--- config.mk ---
export PLATFORM = sky130hd
export DESIGN_NAME = kbc_host_if
export DESIGN_NICKNAME = d
export VERILOG_FILES = /design/src/rtl/kbc_pkg.sv /design/src/rtl/kbc_xfer_regs.sv /design/src/rtl/kbc_port2.sv /design/src/rtl/kbc_irq_ctl.sv /design/src/rtl/kbc_line_sync.sv /design/src/rtl/kbc_host_if.sv
export SDC_FILE = /design/constraint.sdc
export NUM_CORES = 1
export LEC_CHECK = 0
export BUFFER_PORTS_ARGS = -buffer_cell sky130_fd_sc_hd__buf_2
export CORE_ASPECT_RATIO = 0.9
export CORE_UTILIZATION = 40
export CTS_BUF_LIST = sky130_fd_sc_hd__clkbuf_4
export DETAILED_ROUTE_END_ITERATION = 8
export GPL_TIMING_DRIVEN = 0
export HOLD_SLACK_MARGIN = 0.15
export PLACE_DENSITY = 0.75
export SLEW_MARGIN = 20
export SYNTH_ARGS = -nofsm -noshare
export SYNTH_HDL_FRONTEND = slang
export SYNTH_HIERARCHICAL = 1
export SYNTH_SLANG_ARGS = --single-unit
--- constraint.sdc ---
create_clock -name clk -period 1.1 [get_ports clk]
set_input_delay 0.11 -clock clk [delete_from_list [all_inputs] [get_ports clk]]
set_output_delay 0.11 -clock clk [all_outputs]
set_load 0.005 [all_outputs]
--- src/rtl/kbc_pkg.sv ---
package kbc_pkg;
  // status byte bit positions
  localparam int ST_OBF = 0;
  localparam int ST_IBF = 1;
  localparam int ST_CMD = 3;
  // port bit roles
  localparam int P2_A20  = 1;
  localparam int P2_MDAT = 2;
  localparam int P2_MCLK = 3;
  localparam int P2_KIRQ = 4;
  localparam int P2_MIRQ = 5;
  localparam int P2_KCLK = 6;
  localparam int P2_KDAT = 7;
  // lines released, interrupt enables low
  localparam logic [7:0] P2_RESET = 8'hCF;
endpackage

--- src/rtl/kbc_xfer_regs.sv ---
module kbc_xfer_regs
  import kbc_pkg::*;
#(
  parameter int DW = 8
) (
  input  logic          clk,
  input  logic          rst,
  input  logic          host_wr,
  input  logic          host_rd,
  input  logic          host_a2,
  input  logic [DW-1:0] host_wdata,
  output logic [DW-1:0] host_rdata,
  input  logic          cpu_ibuf_rd,
  output logic [DW-1:0] cpu_ibuf_data,
  input  logic          cpu_obuf_wr,
  input  logic [DW-1:0] cpu_obuf_wdata,
  output logic [DW-1:0] status,
  output logic          obf_nx,
  output logic          ibf_nx
);
  logic [DW-1:0] ibuf_q, obuf_q, rdata_q;
  logic          obf_q, ibf_q, cmd_q;

  // set beats clear on both flags
  always_comb begin
    ibf_nx = ibf_q;
    if (host_wr)          ibf_nx = 1'b1;
    else if (cpu_ibuf_rd) ibf_nx = 1'b0;
    obf_nx = obf_q;
    if (cpu_obuf_wr)                obf_nx = 1'b1;
    else if (host_rd && !host_a2)   obf_nx = 1'b0;
  end

  always_comb begin
    status         = '0;
    status[ST_OBF] = obf_q;
    status[ST_IBF] = ibf_q;
    status[ST_CMD] = cmd_q;
  end

  always_ff @(posedge clk) begin
    if (rst) begin
      ibuf_q  <= '0;
      obuf_q  <= '0;
      rdata_q <= '0;
      obf_q   <= 1'b0;
      ibf_q   <= 1'b0;
      cmd_q   <= 1'b0;
    end else begin
      if (host_rd)     rdata_q <= host_a2 ? status : obuf_q;
      if (host_wr) begin
        ibuf_q <= host_wdata;
        cmd_q  <= host_a2;
      end
      if (cpu_obuf_wr) obuf_q <= cpu_obuf_wdata;
      obf_q <= obf_nx;
      ibf_q <= ibf_nx;
    end
  end

  assign host_rdata    = rdata_q;
  assign cpu_ibuf_data = ibuf_q;
endmodule

--- src/rtl/kbc_port2.sv ---
module kbc_port2
  import kbc_pkg::*;
#(
  parameter int DW = 8
) (
  input  logic          clk,
  input  logic          rst,
  input  logic          wr,
  input  logic [DW-1:0] wdata,
  output logic [DW-1:0] p2_q,
  output logic [DW-1:0] p2_nx
);
  assign p2_nx = wr ? wdata : p2_q;

  always_ff @(posedge clk) begin
    if (rst) p2_q <= DW'(P2_RESET);
    else     p2_q <= p2_nx;
  end
endmodule

--- src/rtl/kbc_irq_ctl.sv ---
module kbc_irq_ctl
  import kbc_pkg::*;
#(
  parameter int DW = 8
) (
  input  logic          clk,
  input  logic          rst,
  input  logic          flags_cmd,
  input  logic [DW-1:0] p2_nx,
  input  logic          obf_nx,
  input  logic          ibf_nx,
  output logic          flags_on,
  output logic          kbd_irq,
  output logic          aux_irq
);
  logic flags_q, flags_nx, kirq_q, mirq_q;

  assign flags_nx = flags_q | flags_cmd;

  always_ff @(posedge clk) begin
    if (rst) begin
      flags_q <= 1'b0;
      kirq_q  <= 1'b0;
      mirq_q  <= 1'b0;
    end else begin
      flags_q <= flags_nx;
      kirq_q  <= p2_nx[P2_KIRQ] & (flags_nx ? obf_nx  : 1'b1);
      mirq_q  <= p2_nx[P2_MIRQ] & (flags_nx ? ~ibf_nx : 1'b1);
    end
  end

  assign flags_on = flags_q;
  assign kbd_irq  = kirq_q;
  assign aux_irq  = mirq_q;
endmodule

--- src/rtl/kbc_line_sync.sv ---
module kbc_line_sync #(
  parameter int STAGES = 2,
  parameter int W      = 3
) (
  input  logic         clk,
  input  logic         rst,
  input  logic [W-1:0] d,
  output logic [W-1:0] q
);
  logic [W-1:0] chain [STAGES];

  for (genvar s = 0; s < STAGES; s++) begin : g_stage
    always_ff @(posedge clk) begin
      if (rst) chain[s] <= '1;
      else if (s == 0) chain[s] <= d;
      else chain[s] <= chain[(s == 0) ? 0 : s-1];
    end
  end

  assign q = chain[STAGES-1];
endmodule

--- src/rtl/kbc_host_if.sv ---
module kbc_host_if
  import kbc_pkg::*;
#(
  parameter int DW          = 8,
  parameter int SYNC_STAGES = 2
) (
  input  logic          clk,
  input  logic          rst,
  input  logic          host_wr,
  input  logic          host_rd,
  input  logic          host_a2,
  input  logic [DW-1:0] host_wdata,
  output logic [DW-1:0] host_rdata,
  input  logic          cpu_ibuf_rd,
  output logic [DW-1:0] cpu_ibuf_data,
  input  logic          cpu_obuf_wr,
  input  logic [DW-1:0] cpu_obuf_wdata,
  output logic [DW-1:0] cpu_status,
  input  logic          cpu_p2_wr,
  input  logic [DW-1:0] cpu_p2_wdata,
  output logic [DW-1:0] cpu_p2,
  input  logic          cpu_flags_cmd,
  output logic          kclk_sense,
  output logic          kdat_sense,
  output logic          mclk_sense,
  output logic          kbd_irq,
  output logic          aux_irq,
  output logic          gate_a20,
  output logic          kclk_pull,
  output logic          kdat_pull,
  output logic          mclk_pull,
  output logic          mdat_pull,
  input  logic          kclk_in,
  input  logic          kdat_in,
  input  logic          mclk_in
);
  localparam int NLINES = 3;

  logic [DW-1:0]     p2_q, p2_nx;
  logic              obf_nx, ibf_nx, flags_on;
  logic [NLINES-1:0] sense;

  kbc_xfer_regs #(.DW(DW)) xfer_i (
    .clk(clk), .rst(rst),
    .host_wr(host_wr), .host_rd(host_rd), .host_a2(host_a2),
    .host_wdata(host_wdata), .host_rdata(host_rdata),
    .cpu_ibuf_rd(cpu_ibuf_rd), .cpu_ibuf_data(cpu_ibuf_data),
    .cpu_obuf_wr(cpu_obuf_wr), .cpu_obuf_wdata(cpu_obuf_wdata),
    .status(cpu_status), .obf_nx(obf_nx), .ibf_nx(ibf_nx)
  );

  kbc_port2 #(.DW(DW)) port_i (
    .clk(clk), .rst(rst), .wr(cpu_p2_wr), .wdata(cpu_p2_wdata),
    .p2_q(p2_q), .p2_nx(p2_nx)
  );

  kbc_irq_ctl #(.DW(DW)) irq_i (
    .clk(clk), .rst(rst), .flags_cmd(cpu_flags_cmd), .p2_nx(p2_nx),
    .obf_nx(obf_nx), .ibf_nx(ibf_nx), .flags_on(flags_on),
    .kbd_irq(kbd_irq), .aux_irq(aux_irq)
  );

  kbc_line_sync #(.STAGES(SYNC_STAGES), .W(NLINES)) sync_i (
    .clk(clk), .rst(rst), .d({mclk_in, kdat_in, kclk_in}), .q(sense)
  );

  assign cpu_p2     = p2_q;
  assign gate_a20   = p2_q[P2_A20];
  assign kclk_pull  = ~p2_q[P2_KCLK];
  assign kdat_pull  = ~p2_q[P2_KDAT];
  assign mclk_pull  = ~p2_q[P2_MCLK];
  assign mdat_pull  = ~p2_q[P2_MDAT];
  assign kclk_sense = sense[0];
  assign kdat_sense = sense[1];
  assign mclk_sense = sense[2];
endmodule

Word level (Yosys, flattened, before mapping)
Memories as Yosys holds them, arrays and structs flattened.
Index checks and enable logic that the tools add are counted.
{"block": "word_totals", "ff_bits": 38, "ram_bits": 6, "input_bits": 36, "output_inout_bits": 42, "n_memories": 1}
{"memory": "sync_i.chain", "depth": 2, "word_bits": 3, "rd": 2, "rd_ports_with_merged_regs": 0, "wr": 2, "line_no": "kbc_line_sync.sv:10", "source": "logic [W-1:0] chain [STAGES];"}
{"block": "op_classes", "muxes": 13, "bitwise": 10, "reduce_logical": 2}
{"cell": "1-bit 2-to-1 mux", "count": 9}
{"cell": "8-bit 2-to-1 mux", "count": 1}
{"cell": "3-bit 2-to-1 mux", "count": 2}
{"cell": "6-bit 2-to-1 mux", "count": 1}
{"cell": "1-bit NOT", "count": 5}
{"cell": "1-bit OR", "count": 3}
{"cell": "1-bit bitwise AND", "count": 2}
{"cell": "1-bit logical AND", "count": 1}
{"cell": "1-bit logical NOT", "count": 1}

Depth between registers and ports, before layout
{"block": "logic_depth", "depth_word": 6, "depth_mapped": 4, "ltp_nobuf": 4}

Cells and area by module
Netlist, hierarchy kept.
{"mod": "kbc_xfer_regs", "instances": 1, "cells_per_inst": 108, "area_per_inst_um2": 1088.5, "seq_area_each_um2": 540.5}
{"mod": "kbc_port2", "instances": 1, "cells_per_inst": 25, "area_per_inst_um2": 334.1, "seq_area_each_um2": 160.2}
{"mod": "kbc_line_sync", "instances": 1, "cells_per_inst": 12, "area_per_inst_um2": 157.7, "seq_area_each_um2": 120.1}
{"mod": "kbc_irq_ctl", "instances": 1, "cells_per_inst": 9, "area_per_inst_um2": 92.6, "seq_area_each_um2": 60.1}
{"mod": "kbc_host_if", "instances": 1, "cells_per_inst": 5, "area_per_inst_um2": 22.5, "seq_area_each_um2": 0.0}

Worst setup path before layout
Ideal clock, no wire load.
{"block": "synth_path", "path_kind": "reg-to-reg", "startpoint": "reg port_i/p2_q[1] (netlist name)", "endpoint": "reg port_i.p2_q[1]", "setup_time_ns": 0.120, "t_arrival_ns": 0.752, "required_time_ns": 0.980, "slack_ns": 0.228, "path_stages_with_launch": 3, "period_less_slack_ns": 0.872, "path_cell_list": "dfxtp_1 mux2_4 or2_1"}
{"element": "end signal, assigned", "line_no": "kbc_port2.sv:16", "source": "if (rst) p2_q <= DW'(P2_RESET);"}
{"element": "end signal, assigned", "line_no": "kbc_port2.sv:17", "source": "else p2_q <= p2_nx;"}
{"element": "end, declared", "line_no": "kbc_port2.sv:10", "source": "output logic [DW-1:0] p2_q,"}

Worst setup path in the final report
{"block": "layout_path", "startpoint": "reg port_i.p2_q[1]", "endpoint": "out gate_a20"}
{"element": "end, declared", "line_no": "kbc_host_if.sv:28", "source": "output logic gate_a20,"}
No word-level cell between the ends.

==> flow_summary.ini <==
[cts]
cts_tree = yes
clock_path_buffers = 2
cts-root-buf = clkbuf_4
cts.htree.levels = 2
clock_latency_ns = 0.35
cts_buffers = 5
clk_pin_slew_worst_paths_ns = 0.13
clock_sinks = 44

[setup_path]
rr_startpoint = port_i/p2_q[1]
startpoint = port_i/p2_q[1]
crit_type = flip-flop to primary output
arrival_ns = 0.96
path_max_fanout = 3
required_ns = 0.99
worst-r2r-cell-count = 2
startpoint_type = flip-flop
crit_path_end_kind = primary output

[run_status]
violations = DRC
outcome = complete, but fails checks

[sta]
fin_setup_tns_ns = 0
timing.final.crit_share_pct = 96.87
period_minus_slack_ns = 1.066
hold_violations = 0
slew_violations = 0
holdWs_ns = 0.1800
finalSetupViolCount = 0
setup_ws_ns = 0.03443
clock.fmax_mhz = 938.5
rsz0062_at_grt = false
fin_skew_ns = 0.01545

[routing]
postRouteAntennaNets = 0
drcViolationCount = 4
viasPerCell = 4.488
firstDrtPassIters = 6
vias = 1454
wire_per_inst_um = 12.41
drt_iter0_drc = 26
finalWirelength_mm = 4.021

[worst_hold_path]
hold_start = cpu_ibuf_rd
min_path_type = input port to flip-flop
min_path_cells = 4

[die]
rows = 22
initial_core_util_pct = 41.62
io-pin-count = 78
dieArea_um2 = 4503
die_w_um = 70.63
die_h_um = 63.76
core-area_um2 = 4074

[placement]
dp_hpwl_mm = 2.370
dp_slack_ns = 0.1478
place_congestion = 0.7070
port_buffers = 68

[layout]
num_antenna_cells = 0
final_nets = 311
fill_cells = 352
final_layout_size_suffix_gt1_share_pct = 37.68
area_growth_pct = 51.37

[global_route]
grtUsageTotal_pct = 18.72
grt_remaining_overflow = 0
antenna_found_initial = 0
grt_max_degree = 15
grt_pass1_vias = 1457
grt_first_pass_wirelength_mm = 6.458

[power_and_ir_drop]
pwr_density_cell_nw_per_um2 = 1259
p_leak_nw = 1.318
ir_drop_uv = 1101

[synth]
synth_top_cell_by_area = dfxtp_1
synth_cells = 159
synth_area_leaders = dfxtp_1 (52%), mux2i_1 (12%), nor2_1 (6.0%)
syn_area_um2 = 1695
yosysSeqAreaShare_pct = 51.96
synth_cell_type_count = 20
synthDominantCellAreaShare_pct = 51.96
ys_seq_elements = 44
ys_warn_count = 6
synth_area_per_cell_um2 = 10.66

[flow_run]
maxCapViolCount = 0
path summary, 6_finish.rpt:
check | to | slack [ns]
setup / recovery | gate_a20 | 0.03
setup reg to reg | port_i/p2_q[1] | 0.16
hold / removal | xfer_i/ibf_q | 0.18
hold reg to reg | sync_i/chain[1][2] | 0.42
logic make-up after synthesis:
group | count (synthesis) | share of synthesized area, %
compound gates | 12 | 4.797
buf+inv | 24 | 9.668
mux | 28 | 18.45
other cells | 1 | 0.2212
flops | 44 | 51.96
simple gates | 50 | 14.91
placed cells by master, fill, tap and decap left out:
master	synthesis	layout
buf_2	2	70
dfxtp_1	44	42
dlygate4sd3_1	0	36
nor2_1	27	27
mux2i_1	20	20
or2_1	12	12
buf_4	11	11
nor2b_1	9	9
inv_1	7	7
mux2_4	6	6
clkbuf_4	0	5
a21oi_1	5	5
conb_1	1	5
buf_6	4	4
a211oi_1	3	3
mux2_2	2	2
dfxtp_2	0	2
bufinv_16	0	1
clkinv_4	0	1
clkinv_1	0	1
o211a_1	1	1
o21ai_1	1	1
and3_1	1	1
dlymetal6s4s_1	0	1
nor2b_4	1	1
o21bai_2	1	1
a21o_1	1	1
metal layers:
metal | part of all wire (%) | track usage [%]
met2 | 53 | 34.71
met3 | 5.2 | 4.416
met1 | 39 | 20.02
met4 | 2.3 | 9.000
met5 | 0 | 0
flip-flops by register name, summed over array words and instances, names as in the netlist:
name                  cells
sync_i/chain              6
xfer_i/obuf_q             8
xfer_i/ibf_q              1
xfer_i/cpu_ibuf_data      8
xfer_i/cmd_q              1
irq_i/flags_on            1
xfer_i/obf_q              1
port_i/p2_q               8
irq_i/aux_irq             1
xfer_i/host_rdata         8
irq_i/kbd_irq             1
worst max-delay path: stages (launching register included):
cell and delay, ns:
dfxtp_2 0.36, buf_4 0.12, buf_2 0.12
synth_stat cells:
master     n
conb_1     1
buf_4     11
buf_6      4
buf_2      2
and3_1     1
dfxtp_1   44
mux2i_1   20
mux2_4     6
o21ai_1    1
nor2_1    27
a21oi_1    5
o211a_1    1
mux2_2     2
nor2b_4    1
or2_1     12
a211oi_1   3
o21bai_2   1
inv_1      7
nor2b_1    9
a21o_1     1
final cells by class:
cell class                      count  area (um2)  area share (%)
Sequential cell                    44       883.3           34.42
Timing Repair Buffer              105       713.2           27.79
Multi-Input combinational cell     95       665.6           25.94
Buffer                             17       137.6           5.363
Tap cell                           48       60.06           2.340
Clock inverter                      3       42.54           1.658
Clock buffer                        5       37.54           1.463
Inverter                            7       26.28           1.024
timing repair:
item	4_1_cts	5_1_grt
resized for setup	0	3
hold buffers	37	0
buffers inserted	0	0
hold endpoints to repair	42	0
endpoints found under the setup margin	0	6
where the power goes:
| part | internal, W | switching (W) | leakage [nW] |
|---|---|---|---|
| combinational | 0.000322 | 0.000200 | 0.912 |
| sequential | 0.00168 | 0.0000414 | 0.363 |
| clock | 0.000475 | 0.000510 | 0.0428 |
metrics by stage:
stage	power [W]	instance area (um2)	instances	util, %
finish	0.003230	2566	324	62.99
global route	0.003391	2566	324	62.99
detailed placement	0.002166	2111	279	51.81
global placement	0.002151	2111	279	51.81
CTS	0.003267	2561	324	62.87
floorplan	0.001997	1710	163	-
No activity file was read; power rests on OpenSTA's default activity.
